<file path="config.mk">
export PLATFORM = sky130hd
export DESIGN_NAME = uart_rx_queue
export DESIGN_NICKNAME = d
export VERILOG_FILES = /design/src/rtl/rxq_pkg.sv /design/src/rtl/rxq_store.sv /design/src/rtl/rxq_ctrl.sv /design/src/rtl/uart_rx_queue.sv
export SDC_FILE = /design/constraint.sdc
export NUM_CORES = 1
export LEC_CHECK = 0
export ABC_AREA = 1
export ABC_CLOCK_PERIOD_IN_PS = 5860
export BUFFER_PORTS_ARGS = -buffer_cell sky130_fd_sc_hd__buf_2
export CAP_MARGIN = 25
export CORE_MARGIN = 10
export CORE_UTILIZATION = 46
export CTS_CLUSTER_DIAMETER = 40
export DETAILED_ROUTE_END_ITERATION = 12
export PLACE_DENSITY = 0.73
export SYNTH_ARGS = -nofsm -noshare
export SYNTH_HDL_FRONTEND = slang
export SYNTH_SLANG_ARGS = --single-unit
</file>
<file path="constraint.sdc">
create_clock -name clk -period 5.86 [get_ports clk]
set_input_delay 0.879 -clock clk [delete_from_list [all_inputs] [get_ports clk]]
set_output_delay 0.879 -clock clk [all_outputs]
set_load 0.02 [all_outputs]
</file>
<file path="src/rtl/rxq_pkg.sv">
package rxq_pkg;

  typedef struct packed {
    logic frm;
    logic brk;
    logic par;
  } rxq_err_t;

  typedef struct packed {
    logic full;
    logic half;
    logic ready;
  } rxq_lvl_t;

  localparam int unsigned LVL_N = 3;

endpackage

</file>
<file path="src/rtl/rxq_store.sv">
module rxq_store #(
  parameter int unsigned ENT_W  = 11,
  parameter int unsigned DEPTH  = 8,
  localparam int unsigned ADDR_W = $clog2(DEPTH)
) (
  input  logic              clk,
  input  logic              wr_en,
  input  logic [ADDR_W-1:0] wr_addr,
  input  logic [ENT_W-1:0]  wr_data,
  input  logic [ADDR_W-1:0] rd_addr,
  output logic [ENT_W-1:0]  rd_data
);

  // Plain array with no reset: maps to distributed RAM.
  logic [ENT_W-1:0] mem [DEPTH];

  always_ff @(posedge clk) begin
    if (wr_en) mem[wr_addr] <= wr_data;
  end

  assign rd_data = mem[rd_addr];

endmodule

</file>
<file path="src/rtl/rxq_ctrl.sv">
module rxq_ctrl
  import rxq_pkg::*;
#(
  parameter int unsigned DEPTH  = 8,
  localparam int unsigned ADDR_W = $clog2(DEPTH),
  localparam int unsigned CNT_W  = $clog2(DEPTH + 1)
) (
  input  logic              clk,
  input  logic              rst,
  input  logic              push,
  input  logic              pop,
  output logic              wr_en,
  output logic [ADDR_W-1:0] wr_addr,
  output logic [ADDR_W-1:0] rd_addr,
  output rxq_lvl_t          lvl,
  output logic              ovr,
  output logic [CNT_W-1:0]  count
);

  localparam logic [CNT_W-1:0] CNT_MAX  = CNT_W'(DEPTH);
  localparam logic [CNT_W-1:0] CNT_FULL = CNT_W'(DEPTH - 1);
  localparam logic [CNT_W-1:0] CNT_HALF = CNT_W'(DEPTH / 2);

  logic [ADDR_W-1:0] wp_q, rp_q;
  logic [CNT_W-1:0]  cnt_q, cnt_d;
  logic              do_pop, do_push, drop, room;

  assign do_pop  = pop && (cnt_q != '0);
  assign room    = (cnt_q != CNT_MAX) || do_pop;
  assign do_push = push && room;
  assign drop    = push && !room;
  assign cnt_d   = cnt_q + CNT_W'(do_push) - CNT_W'(do_pop);

  always_ff @(posedge clk) begin
    if (rst) begin
      wp_q  <= '0;
      rp_q  <= '0;
      cnt_q <= '0;
      ovr   <= 1'b0;
      lvl   <= '0;
    end else begin
      if (do_push) wp_q <= wp_q + 1'b1;
      if (do_pop)  rp_q <= rp_q + 1'b1;
      cnt_q <= cnt_d;
      if (drop)        ovr <= 1'b1;
      else if (do_pop) ovr <= 1'b0;
      lvl.full  <= (cnt_d >= CNT_FULL);
      lvl.half  <= (cnt_d >= CNT_HALF);
      lvl.ready <= (cnt_d != '0);
    end
  end

  assign wr_en   = do_push;
  assign wr_addr = wp_q;
  assign rd_addr = rp_q;
  assign count   = cnt_q;

  // a pop without a push lowers occupancy by one
  a_r1_pop_dec: assert property (@(posedge clk) disable iff (rst)
    (pop && !push && cnt_q != '0) |=> (cnt_q == $past(cnt_q) - 1'b1));

  // flags track occupancy
  a_r3_full_flag: assert property (@(posedge clk) disable iff (rst)
    lvl.full == (cnt_q >= CNT_FULL));
  a_r4_half_flag: assert property (@(posedge clk) disable iff (rst)
    lvl.half == (cnt_q >= CNT_HALF));
  a_r5_ready_flag: assert property (@(posedge clk) disable iff (rst)
    lvl.ready == (cnt_q != '0));

  // occupancy never exceeds DEPTH; an arrival at full sets overrun
  a_r9_no_overflow: assert property (@(posedge clk) disable iff (rst)
    cnt_q <= CNT_MAX);
  a_r9_ovr_set: assert property (@(posedge clk) disable iff (rst)
    (push && !pop && cnt_q == CNT_MAX) |=> (ovr && $stable(cnt_q)));

  // simultaneous push and pop keeps occupancy
  a_r10_push_pop: assert property (@(posedge clk) disable iff (rst)
    (push && pop && cnt_q != '0) |=> $stable(cnt_q));

  // pop on empty leaves occupancy alone
  a_r11_empty_pop: assert property (@(posedge clk) disable iff (rst)
    (pop && !push && cnt_q == '0) |=> (cnt_q == '0));

endmodule

</file>
<file path="src/rtl/uart_rx_queue.sv">
module uart_rx_queue
  import rxq_pkg::*;
#(
  parameter int unsigned DATA_W = 8,
  parameter int unsigned DEPTH  = 8,
  localparam int unsigned WORD_W = DATA_W + 8,
  localparam int unsigned ENT_W  = DATA_W + 3,
  localparam int unsigned ADDR_W = $clog2(DEPTH),
  localparam int unsigned CNT_W  = $clog2(DEPTH + 1)
) (
  input  logic              clk,
  input  logic              rst,
  input  logic              in_valid,
  input  logic [DATA_W-1:0] in_char,
  input  logic              in_frame_err,
  input  logic              in_break,
  input  logic              in_parity_err,
  input  logic              rd_pop,
  input  logic              rd_peek,
  input  logic              ie_full,
  input  logic              ie_half,
  input  logic              ie_ready,
  output logic [WORD_W-1:0] rd_word,
  output logic              irq
);

  logic              wr_en;
  logic [ADDR_W-1:0] wr_addr, rd_addr;
  logic [ENT_W-1:0]  wr_ent, head_ent;
  rxq_lvl_t          lvl;
  rxq_err_t          in_err, head_err;
  logic              ovr;
  logic [CNT_W-1:0]  count;
  logic [WORD_W-1:0] word_now;

  assign in_err = '{frm: in_frame_err, brk: in_break, par: in_parity_err};
  assign wr_ent = {in_err, in_char};

  rxq_ctrl #(.DEPTH(DEPTH)) u_ctrl (
    .clk    (clk),
    .rst    (rst),
    .push   (in_valid),
    .pop    (rd_pop),
    .wr_en  (wr_en),
    .wr_addr(wr_addr),
    .rd_addr(rd_addr),
    .lvl    (lvl),
    .ovr    (ovr),
    .count  (count)
  );

  rxq_store #(.ENT_W(ENT_W), .DEPTH(DEPTH)) u_store (
    .clk    (clk),
    .wr_en  (wr_en),
    .wr_addr(wr_addr),
    .wr_data(wr_ent),
    .rd_addr(rd_addr),
    .rd_data(head_ent)
  );

  assign head_err = head_ent[ENT_W-1 -: 3];
  assign word_now = {lvl.full, lvl.half, lvl.ready, 1'b0, ovr,
                     head_err.frm, head_err.brk, head_err.par,
                     head_ent[DATA_W-1:0]};

  always_ff @(posedge clk) begin
    if (rst)                  rd_word <= '0;
    else if (rd_pop || rd_peek) rd_word <= word_now;
  end

  // Interrupt: one gated term per fill condition
  logic [LVL_N-1:0] cond, en, hit;
  assign cond = {lvl.full, lvl.half, lvl.ready};
  assign en   = {ie_full, ie_half, ie_ready};

  for (genvar g = 0; g < LVL_N; g++) begin : g_irq
    assign hit[g] = cond[g] & en[g];
  end

  assign irq = |hit;

  // a peek alone leaves occupancy and overrun unchanged
  a_r2_peek_hold: assert property (@(posedge clk) disable iff (rst)
    (rd_peek && !rd_pop && !in_valid) |=> ($stable(count) && $stable(ovr)));

  // a read strobe captures the pre-edge word
  a_r1_word_capture: assert property (@(posedge clk) disable iff (rst)
    (rd_pop || rd_peek) |=> (rd_word == $past(word_now)));

  // reserved bit of the word is never set after a read
  a_r6_reserved: assert property (@(posedge clk) disable iff (rst)
    $past(rd_pop || rd_peek) |-> (rd_word[WORD_W-4] == 1'b0));

  // a pop with overrun set clears it
  a_r9_ovr_clear: assert property (@(posedge clk) disable iff (rst)
    (rd_pop && ovr && count != '0) |=> !ovr);

endmodule

</file>
Word-level counts from Yosys, hierarchy flattened
Memories as Yosys holds them, arrays and structs flattened. A register that Yosys moved wholly into a read port is not among the register bits.
Cells that the tools add are included.
{ "classes": {"addsub": 4, "n_lt_le_gt_ge": 2, "eq_ne": 1, "muxes": 4, "bitwise_logic": 3, "reduce_logical": 10} }
{ "ops": {"columns": ["operator", "n"], "rows": [
  ["greater-or-equal comparator 4 x 3 -> 1 bit (second input constant)", 2],
  ["nonzero test 4 bit", 2],
  ["adder 3 x 1 -> 3 bit (second input constant)", 2],
  ["adder 4 x 1 -> 4 bit", 1],
  ["two-way mux 1 bit", 4],
  ["!= test 4 bit (second input constant)", 1],
  ["subtractor 4 x 1 -> 4 bit", 1],
  ["AND 1 bit", 3],
  ["logical AND 1 bit", 3],
  ["OR reduction 3 bit", 1],
  ["logical OR 1 bit", 2],
  ["nonzero test 2 bit", 1],
  ["logical NOT 1 bit", 1]
]} }
{ "totals": {"reg_bits": 29, "ramBits": 88, "inputBits": 19, "output_inout_bits": 17, "elab_cells": 33, "memories": 1} }
{ "mem_list": {"columns": ["memory", "depth", "width", "rd", "rd_clocked_by_memory_dff", "write_ports", "line_no", "rtl"], "rows": [
  ["u_store.mem", 8, 11, 1, 1, 1, "rxq_store.sv:15", "logic [ENT_W-1:0] mem [DEPTH];"]
]} }

Longest topological paths before layout
Gate-level depths: netlist of the first run.
{ "logic_depth": {"word_depth": 7, "mapped_depth": 13, "mapped_depth_nobuf": 13} }

Hierarchy
From an unflattened synthesis of the first run, not the netlist that was laid out.
{ "unflattened": {"hier_cells": 584, "hier_area_um2": 5282.6} }
{ "by_module_without_submodules": {"columns": ["module", "instances", "cells_per_inst", "area_each_um2", "seq_area_each_um2"], "rows": [
  ["rxq_store", 1, 398, 3918.8, 2642.5],
  ["rxq_ctrl", 1, 84, 705.7, 280.3],
  ["uart_rx_queue", 1, 102, 658.1, 300.3]
]} }

Worst setup path after synthesis of the first run
No wires, ideal clock.
{ "synth_timing": {"path_type": "input to register", "from": "in in_valid", "to": "mem u_store.mem[6][0], enable pin", "arrival_ns": 2.068, "path_slack_ns": 3.399, "path_stages": 3, "n_path_buf": 1, "path_cell_list": "clkbuf_1 > nand2_2 > nor3_1"} }
{ "synth_between": {"elab_chain_len": 3} }
{ "synth_rtl": {"columns": ["item", "line_no", "rtl"], "rows": [
  ["start, declared", "uart_rx_queue.sv:13", "input logic in_valid,"],
  ["logical AND 1 bit", "rxq_ctrl.sv:30", "assign do_push = push && room;"],
  ["two-way mux 1 bit", "rxq_store.sv:18", "if (wr_en) mem[wr_addr] <= wr_data;"],
  ["two-way mux 1 bit (not written as such)", "rxq_store.sv:18", null],
  ["end, declared", "rxq_store.sv:15", null]
]} }
No other way between the ends.

Final worst setup path of the first run
{ "layout_timing": {"from": "reg u_ctrl.cnt_q[2] (netlist: u_ctrl.count[2])", "to": "reg, netlist name u_ctrl.lvl[0]"} }
{ "layout_between": {"elab_chain_len": 7} }
{ "layout_rtl": {"columns": ["item", "line_no", "rtl"], "rows": [
  ["start, declared", "rxq_ctrl.sv:25", "logic [CNT_W-1:0] cnt_q, cnt_d;"],
  ["start signal, assigned", "rxq_ctrl.sv:44", "cnt_q <= cnt_d;"],
  ["nonzero test 4 bit", "rxq_ctrl.sv:28", "assign do_pop = pop && (cnt_q != '0);"],
  ["logical AND 1 bit", "rxq_ctrl.sv:28", null],
  ["logical OR 1 bit", "rxq_ctrl.sv:29", "assign room = (cnt_q != CNT_MAX) || do_pop;"],
  ["logical AND 1 bit", "rxq_ctrl.sv:30", null],
  ["adder 4 x 1 -> 4 bit", "rxq_ctrl.sv:32", "assign cnt_d = cnt_q + CNT_W'(do_push) - CNT_W'(do_pop);"],
  ["subtractor 4 x 1 -> 4 bit (*)", "rxq_ctrl.sv:32", null],
  ["nonzero test 4 bit (*)", "rxq_ctrl.sv:49", "lvl.ready <= (cnt_d != '0);"]
]} }
Mark *: on every way between the ends. The rest lies on a longest branch, timed or not.
A chain may end at the register's enable or synchronous reset.

==> results of run 1 <==
## Yosys cell counts (all sizes together)
| library cell | number |
|---|---|
| a211oi | 1 |
| a21oi | 6 |
| buf | 19 |
| clkbuf | 2 |
| conb | 1 |
| dfxtp | 29 |
| edfxtp | 88 |
| fa | 1 |
| ha | 7 |
| inv | 31 |
| nand2 | 121 |
| nand3 | 85 |
| nand3b | 1 |
| nand4 | 1 |
| nor2 | 41 |
| nor3 | 4 |
| o21ai | 9 |
| xor2 | 2 |
## path summary, 6_finish.rpt
path / slack (ps) / end / cells past startpoint / startpoint
worst max-delay path: 3570 / u_ctrl.lvl[0] / 13 / u_ctrl.count[2]
worst min-delay path: 470 / rd_word[11] / 2 / u_ctrl.ovr
worst max register to register: 3570 / u_ctrl.lvl[0] / 13 / u_ctrl.count[2]
worst min register to register: 470 / rd_word[11] / 2 / u_ctrl.ovr
## sequential cells by signal (all words and copies together), names as in the netlist
name and cells:
u_ctrl.wr_addr 3, u_ctrl.count 4, rd_word 15, u_ctrl.lvl 3, u_ctrl.rd_addr 3, u_store.mem 88, u_ctrl.ovr 1
## cell usage in the layout (no fill, tap or decap), types with 3 or more instances in the layout
| cell | instances |
|---|---|
| clkinv_4 | 4 |
| clkbuf_16 | 16 |
| nand2_1 | 118 |
| a21oi_1 | 6 |
| edfxtp_1 | 88 |
| clkinvlp_4 | 3 |
| nor3_1 | 4 |
| buf_2 | 34 |
| nor2_1 | 39 |
| nand3_1 | 84 |
| ha_1 | 7 |
| buf_4 | 6 |
| bufinv_16 | 4 |
| dfxtp_1 | 29 |
| inv_2 | 3 |
| o21ai_0 | 8 |
| inv_1 | 27 |
## worst max-delay path, stage by stage, from the launching register on
cell      delay (ps)
dfxtp_1          300
inv_1             70
ha_1             190
nand2_1          120
nand2_4          100
nor2_1           180
inv_1             80
nand2_1           70
ha_1             160
inv_1             50
fa_1             380
xor2_1           240
nor2_1            70
nand3b_1         160
## through the flow
step / util, % / hold WS (ps) / total power [uW] / worst slack [ps] / cells
final: 55.3 / 468 / 2630 / 3570 / 636
after global routing: 55.3 / 500 / 2770 / 3340 / 636
after floorplan: - / 431 / 1450 / 3400 / 449
after global placement: 49.2 / 443 / 1560 / 3310 / 603
after CTS: 55.2 / 466 / 2650 / 3560 / 635
after detailed placement: 49.2 / 458 / 1570 / 3240 / 603
## power by group
part           switching, uW  internal (uW)
clock                    375            695
sequential              50.7            981
combinational            358            168
total                    784           1840
## routing by layer
| metal | routed length, um | global-route usage, % |
|---|---|---|
| met2 | 4890 | 22.5 |
| met5 | 0 | 0 |
| met1 | 4130 | 17.1 |
| met3 | 787 | 4.58 |
| met4 | 176 | 6.55 |
## cell families after synthesis
family	after synthesis	share of synthesized area (%)
fa+ha+maj	8	2.24
xor+xnor	2	0.365
buf+inv	52	5.66
flops	117	67.1
other cells	1	0.0781
simple gates	253	22.8
compound gates	16	1.72
## cell type report
| type | instances | area [sq um] | share of cell area [%] |
|---|---|---|---|
| well taps | 136 | 170 | 3.01 |
| repair buffers | 40 | 215 | 3.80 |
| clock buffers | 18 | 418 | 7.38 |
| flip-flops and latches | 117 | 3220 | 57.0 |
| inverters | 31 | 124 | 2.19 |
| multi-input cells | 280 | 1310 | 23.1 |
| clock inverters | 14 | 203 | 3.58 |
==> impl_metrics.py, run 1 <==
metrics = {
    "run": {
        "cap_viol_max_count": 0,
    },
    "route": {
        "vias": 3215,
        "drc": 0,
        "wl_per_cell_um": 15.7,
        "antenna_left": 0,
        "wl_mm": 9.98,
        "vias_per_cell": 5.06,
        "drt_iter0_drc": 238,
        "dr.pass1.iters": 4,
    },
    "synthesis": {
        "syn_inst": 449,
        "yosys_warnings": 0,
        "synth_cell_type_count": 28,
        "syn-mean-instance-area_sq_um": 10.7,
        "ys_seq_area_share_pct": 67.1,
        "synth_top_area_share_pct": 55.0,
        "synth_seq_cells": 117,
        "synthTopCellsByArea": "edfxtp_1 (55%), dfxtp_1 (12%), nand2_1 (9.2%), nand3_1 (8.8%), nor2_1 (3.0%)",
        "synth_area_sq_um": 4800,
        "syn_nets": 476,
        "yosys.area.top_type": "edfxtp_1",
    },
    "clock_network": {
        "clk_latency_ps": 520,
        "post_cts.repair.setup_buffers": 0,
        "root_buffer": "clkbuf_8",
        "cts_buffers": 17,
        "cts.hold.buffers_added": 0,
        "cts_resized": 0,
        "clock_sinks": 117,
        "cts-htree-levels": 4,
        "clkTransAtPathRegs_ps": 60,
        "cts_buffer_depth": 2,
        "cts_tree": "done",
    },
    "timing": {
        "worst_slew_pin_slew_ps": 980,
        "period_share_pct": 39.0,
        "slew_viol_final": 0,
        "fmax_ghz": 0.437,
        "fin_setup_tns_ps": 0,
        "max_slew_margin_pct": 34.4,
        "setup_violations": 0,
        "fin_skew_ps": 11.3,
        "finalHoldViolCount": 0,
        "fin_crit_ps": 2290,
        "rsz0062_at_grt": "no",
    },
    "setup_path": {
        "crit_fanout": 8,
        "crit_path_start_kind": "flip-flop",
        "critPathKind": "flip-flop to flip-flop",
        "worst_ep_arrival_time_ps": 2680,
        "worst_setup_path_end_kind": "flip-flop",
        "required_ps": 6250,
    },
    "cells_and_area": {
        "drive_above_1_share_pct": 16.2,
        "area.growth.synth_to_final_pct": 17.9,
        "design_area_sq_um": 5660,
        "fin_nets": 514,
        "nFillCells": 855,
        "antenna_cells": 0,
    },
    "placement": {
        "portBuffers": 34,
        "place_area_sq_um": 5030,
        "gp_congestion": 0.813,
        "dpl.hpwl_mm": 6.24,
    },
    "grt": {
        "overflow": 0,
        "grt_pass1_vias": 3266,
        "grt_max_degree": 47,
        "grt_usage_pct": 14.1,
        "grt_pass1_wl_mm": 16.3,
        "antenna_found_initial": 0,
    },
    "worst_hold_path": {
        "hp-class": "flip-flop to flip-flop",
    },
    "floorplan": {
        "die_h_um": 122,
        "core_sq_um": 10200,
        "dieArea_sq_um": 14900,
        "io_pins": 36,
        "start_util_pct": 46.9,
        "placementRows": 37,
        "die_w_um": 122,
    },
    "pwr": {
        "vdd_drop_max_uv": 259,
        "p_leak_uw": 0.00231,
        "powerDensity_nw_per_um2": 464,
    },
    "status": {
        "status": "finished, final reports clean",
    },
}
Power figures use the tool's default switching activity.
==> inputs of run 2 (changes only) <==
ABC_CLOCK_PERIOD_IN_PS = 2350   (was 5860)
clock period = 2.35 ns   (was 5.86 ns; I/O delays follow)
==> run 2 against run 1 <==
Against the previous run: worst hold slack got worse by 370 ps; register-to-register slack got worse by 3400 ps; flip-flop and latch count did not move; clock skew shrank 5.4 ps; sequential power up 150%; largest power group unchanged.
==> impl_metrics.py, run 2 (synthesis gave the netlist of run 1 again) <==
metrics = {
    "status": {
        "status": "finished, final reports clean",
    },
    "timing": {
        "setup_violations": 0,
        "fin_ws_ps": 167,
        "fmax_ghz": 0.458,
        "hold_ws_ps": 100,
        "slew_viol_final": 0,
        "rsz0062_at_grt": "no",
        "fin_setup_tns_ps": 0,
        "worst_slew_pin_slew_ps": 526,
        "max_slew_margin_pct": 64.9,
        "fin_skew_ps": 5.91,
        "fin_crit_ps": 2180,
        "period_share_pct": 92.9,
        "finalHoldViolCount": 0,
    },
    "grt": {
        "overflow": 0,
        "antenna_found_initial": 1,
        "grt_pass1_wl_mm": 16.7,
        "grt_pass1_vias": 3397,
        "grt_usage_pct": 14.7,
        "grt_max_degree": 47,
    },
    "setup_path": {
        "critPathKind": "flip-flop to flip-flop",
        "r2r_start": "u_ctrl.count[2]",
        "worst_setup_path_end_kind": "flip-flop",
        "required_ps": 2760,
        "crit_fanout": 8,
        "crit_path_start": "u_ctrl.count[2]",
        "worst_ep_arrival_time_ps": 2590,
        "crit_path_start_kind": "flip-flop",
    },
    "route": {
        "drt_iter0_drc": 254,
        "vias": 3322,
        "dr.pass1.iters": 4,
        "wl_mm": 10.5,
        "vias_per_cell": 5.16,
        "antenna_left": 0,
        "drc": 0,
        "wl_per_cell_um": 16.3,
    },
    "floorplan": {
        "placementRows": 37,
        "start_util_pct": 46.9,
        "core_sq_um": 10200,
        "io_pins": 36,
        "die_h_um": 122,
        "dieArea_sq_um": 14900,
        "die_w_um": 122,
    },
    "clock_network": {
        "root_buffer": "clkbuf_8",
        "clk_latency_ps": 520,
        "cts_buffers": 17,
        "cts-htree-levels": 4,
        "cts_tree": "done",
        "cts_buffer_depth": 2,
        "clock_sinks": 117,
        "clkTransAtPathRegs_ps": 60,
    },
    "cells_and_area": {
        "drive_above_1_share_pct": 17.7,
        "nFillCells": 836,
        "fin_nets": 522,
        "final_common_cell": "nand2_1",
        "area.growth.synth_to_final_pct": 19.5,
        "largest_reg_flops": 88,
        "fin_util_pct": 56.1,
        "stdcell_count": 644,
        "final_cell_mix": "nand2_1 (118), edfxtp_1 (88), nand3_1 (84)",
        "antenna_cells": 0,
        "regMostFlops": "u_store.mem",
    },
    "pwr": {
        "vdd_drop_max_uv": 747,
        "p_leak_uw": 0.00235,
        "powerDensity_nw_per_um2": 1160,
    },
    "placement": {
        "dpl.cell_count": 612,
        "preCtsSetupSlack_ps": 58.8,
        "portBuffers": 34,
        "gp_congestion": 0.829,
        "dpl.hpwl_mm": 6.24,
    },
    "worst_hold_path": {
        "hold_path_startpoint": "in_char[5]",
        "hp-class": "input pin to flip-flop",
    },
    "run": {
        "cap_viol_max_count": 0,
    },
}
## run 2: changes by cell type in the layout (fill, tap and decap cells not counted), sizes merged
cell / delta
inv: -1
clkinv: -1
clkinvlp: +1
buf: +8
bufinv: +1
## run 2: what timing repair did
item | 4_1_cts | 5_1_grt
gates resized for setup | 0 | 3
hold buffers | 0 | 0
setup buffers | 0 | 0
setup endpoints to repair | 0 | 3
endpoints found under the hold margin | 0 | 0
## run 2: final timing paths
path                       endpoint  slack (ps)  depth (start not counted)
setup / recovery      u_ctrl.lvl[0]         170                         13
hold / removal    u_store.mem[3][5]         100                          1
hold reg to reg          u_ctrl.ovr         480                          2
setup reg to reg      u_ctrl.lvl[0]         170                         13
## run 2: worst max-delay path: stages, from the launching register on
cell,delay [ps]
dfxtp_1,300
inv_1,70
ha_1,200
nand2_1,100
nand2_4,100
nor2_4,120
inv_1,60
nand2_1,60
ha_1,160
inv_1,50
fa_1,400
xor2_2,210
nor2_1,70
nand3b_1,160
## run 2: per-stage QoR
| stage | cell area [sq um] | power [uW] |
|---|---|---|
| after detailed placement | 5100 | 3960 |
| after global placement | 5100 | 3900 |
| after floorplan | 4800 | 3610 |
| after global routing | 5740 | 7000 |
| after CTS | 5720 | 6660 |
| final | 5740 | 6660 |
## run 2: per-layer routing
layer,GRT usage (%),routed length [um]
met1,16.0,4230
met4,6.77,240
met5,0,11
met2,24.7,5240
met3,5.83,783
## run 2: power breakdown
group	leakage, uW	internal (uW)	switching (uW)	total (uW)
logic	0.00102	458	934	1390
registers	0.00104	2450	107	2550
clock network	0.000295	1820	894	2710
## run 2: area by class of cell
class | instances | area, sq um | share of cell area [%]
Clock buffer | 18 | 418 | 7.28
Timing Repair Buffer | 48 | 275 | 4.80
Multi-Input combinational cell | 280 | 1320 | 23.0
Inverter | 31 | 124 | 2.16
Sequential cell | 117 | 3220 | 56.2
Tap cell | 136 | 170 | 2.96
Clock inverter | 14 | 208 | 3.62
